[config.mk]
export PLATFORM = sky130hd
export DESIGN_NAME = evt_stamp_fifo
export DESIGN_NICKNAME = d
export VERILOG_FILES = /design/src/rtl/evt_stamp_pkg.sv /design/src/rtl/stamp_counter.sv /design/src/rtl/lane_fifo.sv /design/src/rtl/capture_ctrl.sv /design/src/rtl/evt_stamp_fifo.sv
export SDC_FILE = /design/constraint.sdc
export NUM_CORES = 2
export LEC_CHECK = 0
export BUFFER_PORTS_ARGS = -buffer_cell sky130_fd_sc_hd__buf_2
export CORE_MARGIN = 2
export CORE_UTILIZATION = 60
export DETAILED_ROUTE_END_ITERATION = 7
export PLACE_DENSITY = 0.88
export SETUP_SLACK_MARGIN = 0.2
export SYNTH_ARGS = -nofsm -noshare
export SYNTH_HDL_FRONTEND = slang
export SYNTH_SLANG_ARGS = --single-unit
[constraint.sdc]
create_clock -name clk -period 5.37 [get_ports clk]
set_clock_uncertainty 0.1 [all_clocks]
set_input_delay 0.537 -clock clk [delete_from_list [all_inputs] [get_ports clk]]
set_output_delay 0.537 -clock clk [all_outputs]
set_load 0.03 [all_outputs]
[src/rtl/evt_stamp_pkg.sv]
package evt_stamp_pkg;

    typedef enum logic {
        CAP_SINGLE = 1'b0,
        CAP_PAIR   = 1'b1
    } cap_mode_e;

    // Number of data words one record occupies in the given mode.
    function automatic logic [1:0] record_words(input cap_mode_e mode);
        return (mode == CAP_PAIR) ? 2'd2 : 2'd1;
    endfunction

endpackage

[src/rtl/stamp_counter.sv]
module stamp_counter #(
    parameter int W = 32
) (
    input  logic         clk,
    input  logic         rst_n,
    output logic [W-1:0] value_o
);
    typedef struct packed {
        logic [W-1:0] cnt;
    } st_t;

    st_t st_d, st_q;

    always_comb begin
        st_d     = st_q;
        st_d.cnt = st_q.cnt + 1'b1;
    end

    always_ff @(posedge clk or negedge rst_n) begin
        if (!rst_n) st_q <= '0;
        else        st_q <= st_d;
    end

    assign value_o = st_q.cnt;
endmodule

[src/rtl/lane_fifo.sv]
// FIFO accepting 0..LANES words per cycle (lane 0 stored first).
// DEPTH must be a power of two; the caller never writes more than the free space.
module lane_fifo #(
    parameter  int W     = 16,
    parameter  int DEPTH = 16,
    parameter  int LANES = 1,
    localparam int AW    = $clog2(DEPTH),
    localparam int CW    = AW + 1,
    localparam int LW    = $clog2(LANES + 1)
) (
    input  logic             clk,
    input  logic             rst_n,
    input  logic             flush_i,
    input  logic [LW-1:0]    wr_n_i,
    input  logic [LANES*W-1:0] wr_data_i,
    input  logic             rd_i,
    output logic [W-1:0]     rd_data_o,
    output logic             empty_o,
    output logic             full_o,
    output logic [CW-1:0]    count_o
);
    typedef struct packed {
        logic [DEPTH-1:0][W-1:0] mem;
        logic [AW-1:0]           wptr;
        logic [AW-1:0]           rptr;
        logic [CW-1:0]           cnt;
    } st_t;

    st_t  st_d, st_q;
    logic pop;

    always_comb begin
        st_d = st_q;
        pop  = rd_i && (st_q.cnt != '0);
        if (flush_i) begin
            st_d.wptr = '0;
            st_d.rptr = '0;
            st_d.cnt  = '0;
        end else begin
            for (int i = 0; i < LANES; i++) begin
                if (i < int'(wr_n_i)) begin
                    st_d.mem[AW'(st_q.wptr + AW'(i))] = wr_data_i[i*W +: W];
                end
            end
            st_d.wptr = st_q.wptr + AW'(wr_n_i);
            st_d.rptr = st_q.rptr + AW'(pop);
            st_d.cnt  = st_q.cnt + CW'(wr_n_i) - CW'(pop);
        end
    end

    always_ff @(posedge clk or negedge rst_n) begin
        if (!rst_n) st_q <= '0;
        else        st_q <= st_d;
    end

    assign rd_data_o = st_q.mem[st_q.rptr];
    assign empty_o   = (st_q.cnt == '0);
    assign full_o    = (st_q.cnt == CW'(DEPTH));
    assign count_o   = st_q.cnt;
endmodule

[src/rtl/capture_ctrl.sv]
module capture_ctrl
    import evt_stamp_pkg::*;
#(
    parameter  int DATA_W  = 16,
    parameter  int STAMP_W = 32,
    parameter  int DEPTH   = 16,
    localparam int CW      = $clog2(DEPTH) + 1
) (
    input  logic                clk,
    input  logic                rst_n,
    input  logic                clr_i,
    input  logic                trig_i,
    input  cap_mode_e           mode_i,
    input  logic                stamp_en_i,
    input  logic [CW-1:0]       dat_count_i,
    input  logic [CW-1:0]       ts_count_i,
    input  logic [DATA_W-1:0]   word_a_i,
    input  logic [DATA_W-1:0]   word_b_i,
    input  logic [STAMP_W-1:0]  stamp_i,
    output logic [1:0]          dat_wr_n_o,
    output logic [2*DATA_W-1:0] dat_wdata_o,
    output logic [0:0]          ts_wr_n_o,
    output logic [STAMP_W-1:0]  ts_wdata_o,
    output logic                ovf_o
);
    typedef struct packed {
        logic ovf;
    } st_t;

    st_t        st_d, st_q;
    logic [1:0] need;
    logic       dat_room, ts_room, fire, accept;

    always_comb begin
        st_d     = st_q;
        need     = record_words(mode_i);
        dat_room = (CW'(DEPTH) - dat_count_i) >= CW'(need);
        ts_room  = !stamp_en_i || (ts_count_i != CW'(DEPTH));
        fire     = trig_i && !clr_i;
        accept   = fire && dat_room && ts_room;

        dat_wr_n_o  = accept ? need : 2'd0;
        dat_wdata_o = {word_b_i, word_a_i};
        ts_wr_n_o   = 1'(accept && stamp_en_i);
        ts_wdata_o  = stamp_i;

        if (clr_i) st_d.ovf = 1'b0;
        else       st_d.ovf = st_q.ovf | (fire && !accept);
    end

    always_ff @(posedge clk or negedge rst_n) begin
        if (!rst_n) st_q <= '0;
        else        st_q <= st_d;
    end

    assign ovf_o = st_q.ovf;
endmodule

[src/rtl/evt_stamp_fifo.sv]
module evt_stamp_fifo
    import evt_stamp_pkg::*;
#(
    parameter int DATA_W  = 16,
    parameter int STAMP_W = 32,
    parameter int DEPTH   = 16
) (
    input  logic               clk,
    input  logic               rst_n,
    input  logic               clr_i,
    input  logic               trig_i,
    input  logic               soe_mode_i,
    input  logic               stamp_en_i,
    input  logic [DATA_W-1:0]  word_a_i,
    input  logic [DATA_W-1:0]  word_b_i,
    input  logic               dat_rd_i,
    output logic [DATA_W-1:0]  dat_rdata_o,
    output logic               dat_empty_o,
    output logic               dat_full_o,
    input  logic               ts_rd_i,
    output logic [STAMP_W-1:0] ts_rdata_o,
    output logic               ts_empty_o,
    output logic               ts_full_o,
    output logic               ovf_o
);
    localparam int CW = $clog2(DEPTH) + 1;

    logic [STAMP_W-1:0]  stamp_now;
    logic [CW-1:0]       dat_count, ts_count;
    logic [1:0]          dat_wr_n;
    logic [0:0]          ts_wr_n;
    logic [2*DATA_W-1:0] dat_wdata;
    logic [STAMP_W-1:0]  ts_wdata, ts_head;
    logic                ts_pop;

    stamp_counter #(.W(STAMP_W)) u_cnt (
        .clk     (clk),
        .rst_n   (rst_n),
        .value_o (stamp_now)
    );

    capture_ctrl #(.DATA_W(DATA_W), .STAMP_W(STAMP_W), .DEPTH(DEPTH)) u_ctrl (
        .clk         (clk),
        .rst_n       (rst_n),
        .clr_i       (clr_i),
        .trig_i      (trig_i),
        .mode_i      (cap_mode_e'(soe_mode_i)),
        .stamp_en_i  (stamp_en_i),
        .dat_count_i (dat_count),
        .ts_count_i  (ts_count),
        .word_a_i    (word_a_i),
        .word_b_i    (word_b_i),
        .stamp_i     (stamp_now),
        .dat_wr_n_o  (dat_wr_n),
        .dat_wdata_o (dat_wdata),
        .ts_wr_n_o   (ts_wr_n),
        .ts_wdata_o  (ts_wdata),
        .ovf_o       (ovf_o)
    );

    lane_fifo #(.W(DATA_W), .DEPTH(DEPTH), .LANES(2)) u_dat_fifo (
        .clk       (clk),
        .rst_n     (rst_n),
        .flush_i   (clr_i),
        .wr_n_i    (dat_wr_n),
        .wr_data_i (dat_wdata),
        .rd_i      (dat_rd_i),
        .rd_data_o (dat_rdata_o),
        .empty_o   (dat_empty_o),
        .full_o    (dat_full_o),
        .count_o   (dat_count)
    );

    assign ts_pop = ts_rd_i && stamp_en_i;

    lane_fifo #(.W(STAMP_W), .DEPTH(DEPTH), .LANES(1)) u_ts_fifo (
        .clk       (clk),
        .rst_n     (rst_n),
        .flush_i   (clr_i),
        .wr_n_i    (ts_wr_n),
        .wr_data_i (ts_wdata),
        .rd_i      (ts_pop),
        .rd_data_o (ts_head),
        .empty_o   (ts_empty_o),
        .full_o    (ts_full_o),
        .count_o   (ts_count)
    );

    assign ts_rdata_o = stamp_en_i ? ts_head : '0;
endmodule

# Word-level counts from Yosys, hierarchy flattened
# Cells that the tools add are included.
[totals]
in_bits = 40
register_bits = 827
[classes]
n_reduce_logical = 20
add_sub_neg = 11
muxes = 22
order_cmp = 12
bitwise_logic = 2
n_eq_ne = 3
[ops]
columns = ["operator", "n"]
rows = [
  ["256-bit two-way mux", 3],
  ["256-bit bitwise mux", 2],
  ["512-bit bitwise mux", 1],
  ["32-bit binary-select mux with 4-bit select", 1],
  ["16-bit demux with 4-bit select", 2],
  ["32-bit demux with 4-bit select", 1],
  ["32-bit two-way mux", 3],
  ["16-bit binary-select mux with 4-bit select", 1],
  ["16-bit two-way mux", 3],
  ["32-bit by 1-bit adder with 32-bit output (second input constant)", 1],
  ["13-bit two-way mux", 2],
  ["4-bit by 5-bit < comparator with 1-bit output (second input constant)", 5],
  ["4-bit by 1-bit adder with 4-bit output", 3],
  ["4-bit by 1-bit greater-or-equal comparator with 1-bit output (second input constant)", 3],
  ["1-bit logical AND", 11],
  ["5-bit equality test (second input constant)", 2],
  ["5-bit zero test", 2],
  ["5-bit nonzero test", 2],
  ["5-bit by 1-bit subtractor with 5-bit output", 2],
  ["5-bit by 1-bit adder with 5-bit output", 1],
  ["5-bit by 2-bit adder with 5-bit output", 1],
  ["5-bit by 2-bit greater-or-equal comparator with 1-bit output", 1],
  ["5-bit inequality test (second input constant)", 1],
  ["5-bit subtractor (first input constant)", 1],
  ["11 further kinds", 15],
]

# Depth between registers and ports, before layout
[logic_depth]
depth_word = 10
mapped_depth = 20
ltp_nobuf = 16

# Cells and area by module
# From an unflattened synthesis, not the netlist that was laid out.
[unflattened]
cells_unflattened = 3125
area_unflattened_um2 = 41010.6
[modules_own_cells]
columns = ["module", "cells_per_inst", "seq_area_each_um2", "instances", "area_each_um2"]
rows = [
  ["lane_fifo (u_ts_fifo)", 1566, 13137.6, 1, 24079.3],
  ["lane_fifo (u_dat_fifo)", 1303, 6731.5, 1, 14467.6],
  ["stamp_counter", 127, 800.8, 1, 1478.9],
  ["capture_ctrl", 93, 25.0, 1, 721.9],
  ["evt_stamp_fifo", 36, 0.0, 1, 262.8],
]

# Worst setup path before layout
# No wires, ideal clock.
[synth_timing]
path_kind = "input-to-reg"
from = "input soe_mode_i"
to = "register u_dat_fifo.st_q, in the netlist u_dat_fifo.count_o[4]"
t_arrival_ns = 4.355
setup_ns = 0.078
path_slack_ns = 0.837
stages = 18
cell_sequence = "buf_1 > inv_2 > clkbuf_1 > ha_1 > nand2b_1 > a2111o_1 > buf_4 > o21ai_2 > buf_4 > buf_2 > buf_2 > nor2_1 > ha_1 > fa_1 > a21oi_1 > nor2_1 > or3_1 > a21oi_1"
[synth_rtl]
columns = ["item", "line", "text"]
rows = [
  ["start, declared", "evt_stamp_fifo.sv:12", "input logic soe_mode_i,"],
  ["end signal, assigned", "lane_fifo.sv:53", "else st_q <= st_d;"],
  ["end, declared", "lane_fifo.sv:29", "st_t st_d, st_q;"],
]

==> metrics <==
CTS tree done; Cells after Synth 2962; fin area around 44000 µm²; worst-path fanout max 14; Max Buffers Root-to-Sink 3; worst hold start trig_i; static leakage power 20.01 nW; Worst-Margin Slew 1.391 ns; Hold Path Sink u_ctrl.ovf_o; WP buf/inv 2; Worst R2R End u_ts_fifo.count_o[4]; area leader, netlist dfrtp_1; Post-Route Utilization 0.6667; CORE AREA 65750 µm²; Filler cells around 4200; CP top delay family compound AO/OA/AOI/OAI gates; largest net degree at the start of global routing approximately 140; Seq cells post-synth just over 800; Max VDD drop 0.3191 mV; hold crit path type input pin to flip-flop; I/O Pins 93; fin cells 3843; WP data required between 5 and 6 ns; Final Wtd Congestion 0.9035; Overflow after GRT 0; share of cells above drive strength 1 0.2840; Yosys cell types 71; drt drc 0; Post-DP HPWL between 60000 and 70000 µm; Layout Area Growth over Synthesis 9.948%; Fin Setup TNS 0 ns; Total GRT Usage 0.3223; postcts setup bufs 0; Crit-path slowest cell o21ai_4; Final setup viols 0; Worst setup EP type flip-flop; number of global-route vias before repair a little under 30000; via count 27560; placed cell count 3690; EDFF count, synth 0; Routed Antenna Nets 0; I/O Buffers 92; Initial Utilization 0.6064; Yosys Warn Count 0; via/cell ratio 7.170; crit path time final 4.460 ns; Max stage delay on crit path 0.73 ns; reg2reg setup slack 0.91 ns; DRT Pass-1 Iters 7; WL final approximately 110000 µm; worst hold path cell count 3; CP Launch Type flip-flop; reg2reg path depth 14; top cell type's share of synthesized area 0.5191; synthesized area about 40000 µm²; Tcrit/Tclk final 0.8305; Synth Net Count 3032; Syn Area/Cell 13.46 µm²; Post-synth top flop dfrtp_1; Worst-Skew Late Latency 0.66 ns; placed instance area between 40000 and 50000 µm²; register area share after synthesis 0.5191; status complete, no violations; Die X 261.8 µm; fraction of registers with async set/reset 1.000; Worst EP arrival 4.92 ns; Die Span Y approximately 260 µm; clk sink count 827; R2R Path Start u_dat_fifo.count_o[2]; die area between 60000 and 70000 µm²; crit path kind flip-flop to flip-flop; FP Rows 94; Design Power 0.01636 W; clk slew on worst S/H paths approximately 0.060 ns; CTS root buf clkbuf_16; crit-path most repeated cell ha_1; H-tree depth 3; Inserted Clock Buffers 83; Fin. Hold Viols 0; DR WL/cell 28.23 µm; max_cap viols 0; largest cells by area after synthesis dfrtp_1 52%, mux4_2 9.0%, mux2_1 7.8%; DRT iter0 DRCs 3592; power density cells 373.3 nW/µm²; first-pass GRT wire length 169900 µm; Slew Limit Headroom 0.06933; crit-path cells inv_1 > ha_1 > and2_1 > ha_1 > nand2b_1 > a2111o_1 > o21ai_4 > inv_1 > ha_1 > fa_1 > a21oi_1 > nor2_1 > or3_1 > a21oi_1; NumNets Final 2984; unrepaired setup endpoints after global routing no; initial antenna violation count 6; Final Slew Violations 0; maximum clock frequency 0.2242 GHz
==> synth_stat cells, types with 5 or more instances <==
master	instances
nor4_2	5
nor2b_1	19
a221oi_2	8
nand2b_1	27
mux2_2	235
o32ai_1	17
buf_1	43
inv_1	57
xor2_1	14
a21oi_1	11
nand2_1	86
a211oi_1	17
mux2i_1	128
a2bb2oi_1	96
mux2_1	277
ha_1	27
o21ai_0	22
a221oi_1	68
o22ai_1	100
nor3_2	12
a22oi_1	16
nand3_1	48
clkbuf_1	175
xnor2_1	30
nor3_1	22
buf_4	6
nand4_1	9
or3_1	20
buf_2	72
dfrtp_1	827
mux4_2	160
nor2_1	148
o221a_2	93
==> area by class of cell <==
class / instances / area, µm² / share of cell area
inverters: 59 / 221.5 / 0.005052
multi-input cells: 1779 / 17910 / 0.4085
well taps: 864 / 1081 / 0.02466
clock buffers: 115 / 2399 / 0.05472
flip-flops and latches: 827 / 20710 / 0.4724
diodes: 4 / 10.01 / 0.0002283
clock inverters: 31 / 369.1 / 0.008420
repair buffers: 164 / 1137 / 0.02595
==> registers in the layout, indices dropped and copies added (netlist names) <==
name,flops
u_dat_fifo.st_q,264
u_ts_fifo.count_o,5
u_dat_fifo.count_o,5
u_ctrl.ovf_o,1
u_cnt.value_o,32
u_ts_fifo.st_q,520
==> timing repair <==
item / in CTS / in global routing
hold buffers: 1 / 0
resized for setup: 0 / 0
hold endpoints to repair: 98 / 0
==> stage by stage <==
step | worst slack, ns | hold slack, ns
floorplan | 0.8372 | 0.1414
CTS | 0.9369 | 0.05546
global placement | 0.7716 | 0.3613
finish | 0.9103 | 0.08124
detailed placement | 0.7400 | 0.3707
global route | 0.6571 | 0.09318
==> tightest hold or removal path, cell delays in order <==
cell	delay, ns
buf_2	0.11
a21oi_1	0.06
nor2_1	0.07
==> how the worst max path moves through the flow <==
| stage | slack, ns | cells after the start | endpoint | from |
|---|---|---|---|---|
| 2_1_floorplan | 0.84 | 18 | u_dat_fifo.count_o[4] | soe_mode_i |
| 3_3_place_gp | 0.77 | 13 | u_ts_fifo.count_o[4] | soe_mode_i |
| 3_5_place_dp | 0.74 | 13 | u_ts_fifo.count_o[4] | soe_mode_i |
| 4_1_cts | 0.94 | 14 | u_ts_fifo.count_o[4] | u_dat_fifo.count_o[2] |
| 5_1_grt | 0.66 | 14 | u_ts_fifo.count_o[4] | u_dat_fifo.count_o[2] |
| 6_report | 0.91 | 14 | u_ts_fifo.count_o[4] | u_dat_fifo.count_o[2] |
==> cells by family (layout without fill, tap and decap cells) <==
family / after synthesis / count (layout) / share of synthesized area
AO/OA/AOI/OAI: 479 / 479 / 0.1031
XOR/XNOR: 44 / 44 / 0.009666
adder cells (fa/ha/maj): 30 / 30 / 0.009980
buffers and inverters: 356 / 369 / 0.03653
flip-flops: 827 / 827 / 0.5191
multiplexers: 800 / 800 / 0.2671
other: 0 / 4 / 0
AND/OR/NAND/NOR: 426 / 426 / 0.05454
==> metal layers <==
metal,wire (µm),track usage
met1,40460,0.4133
met2,52790,0.5273
met3,9521,0.06231
met4,5686,0.1660
met5,25,0
==> cell usage in the layout (no fill, tap or decap), types with 9 or more instances in the layout <==
cell type | netlist | final
dfrtp_1 | 827 | 823
mux2_1 | 277 | 277
mux2_2 | 235 | 235
mux4_2 | 160 | 160
nor2_1 | 148 | 147
mux2i_1 | 128 | 128
o22ai_1 | 100 | 100
a2bb2oi_1 | 96 | 96
o221a_2 | 93 | 93
buf_2 | 72 | 91
nand2_1 | 86 | 85
clkbuf_16 | 0 | 84
a221oi_1 | 68 | 68
buf_4 | 6 | 60
inv_1 | 57 | 57
nand3_1 | 48 | 48
xnor2_1 | 30 | 30
ha_1 | 27 | 27
nand2b_1 | 27 | 26
o21ai_0 | 22 | 22
or3_1 | 20 | 20
nor2b_1 | 19 | 18
clkbuf_8 | 0 | 18
nor3_1 | 22 | 17
o32ai_1 | 17 | 17
a22oi_1 | 16 | 16
clkinv_2 | 0 | 16
a211oi_1 | 17 | 15
xor2_1 | 14 | 14
clkbuf_1 | 175 | 13
a21oi_1 | 11 | 10
nand4_1 | 9 | 9
nor3_4 | 0 | 9
buf_12 | 0 | 9
==> power breakdown <==
part           leakage, nW  switching (W)  total [W]  internal (W)
Sequential            11.2       0.000435    0.00710       0.00667
Clock                 1.37        0.00252    0.00594       0.00342
Combinational         7.45        0.00194    0.00332       0.00138
Total                 20.0        0.00490     0.0164        0.0115
Note: power is estimated with default switching activity, not from simulation.
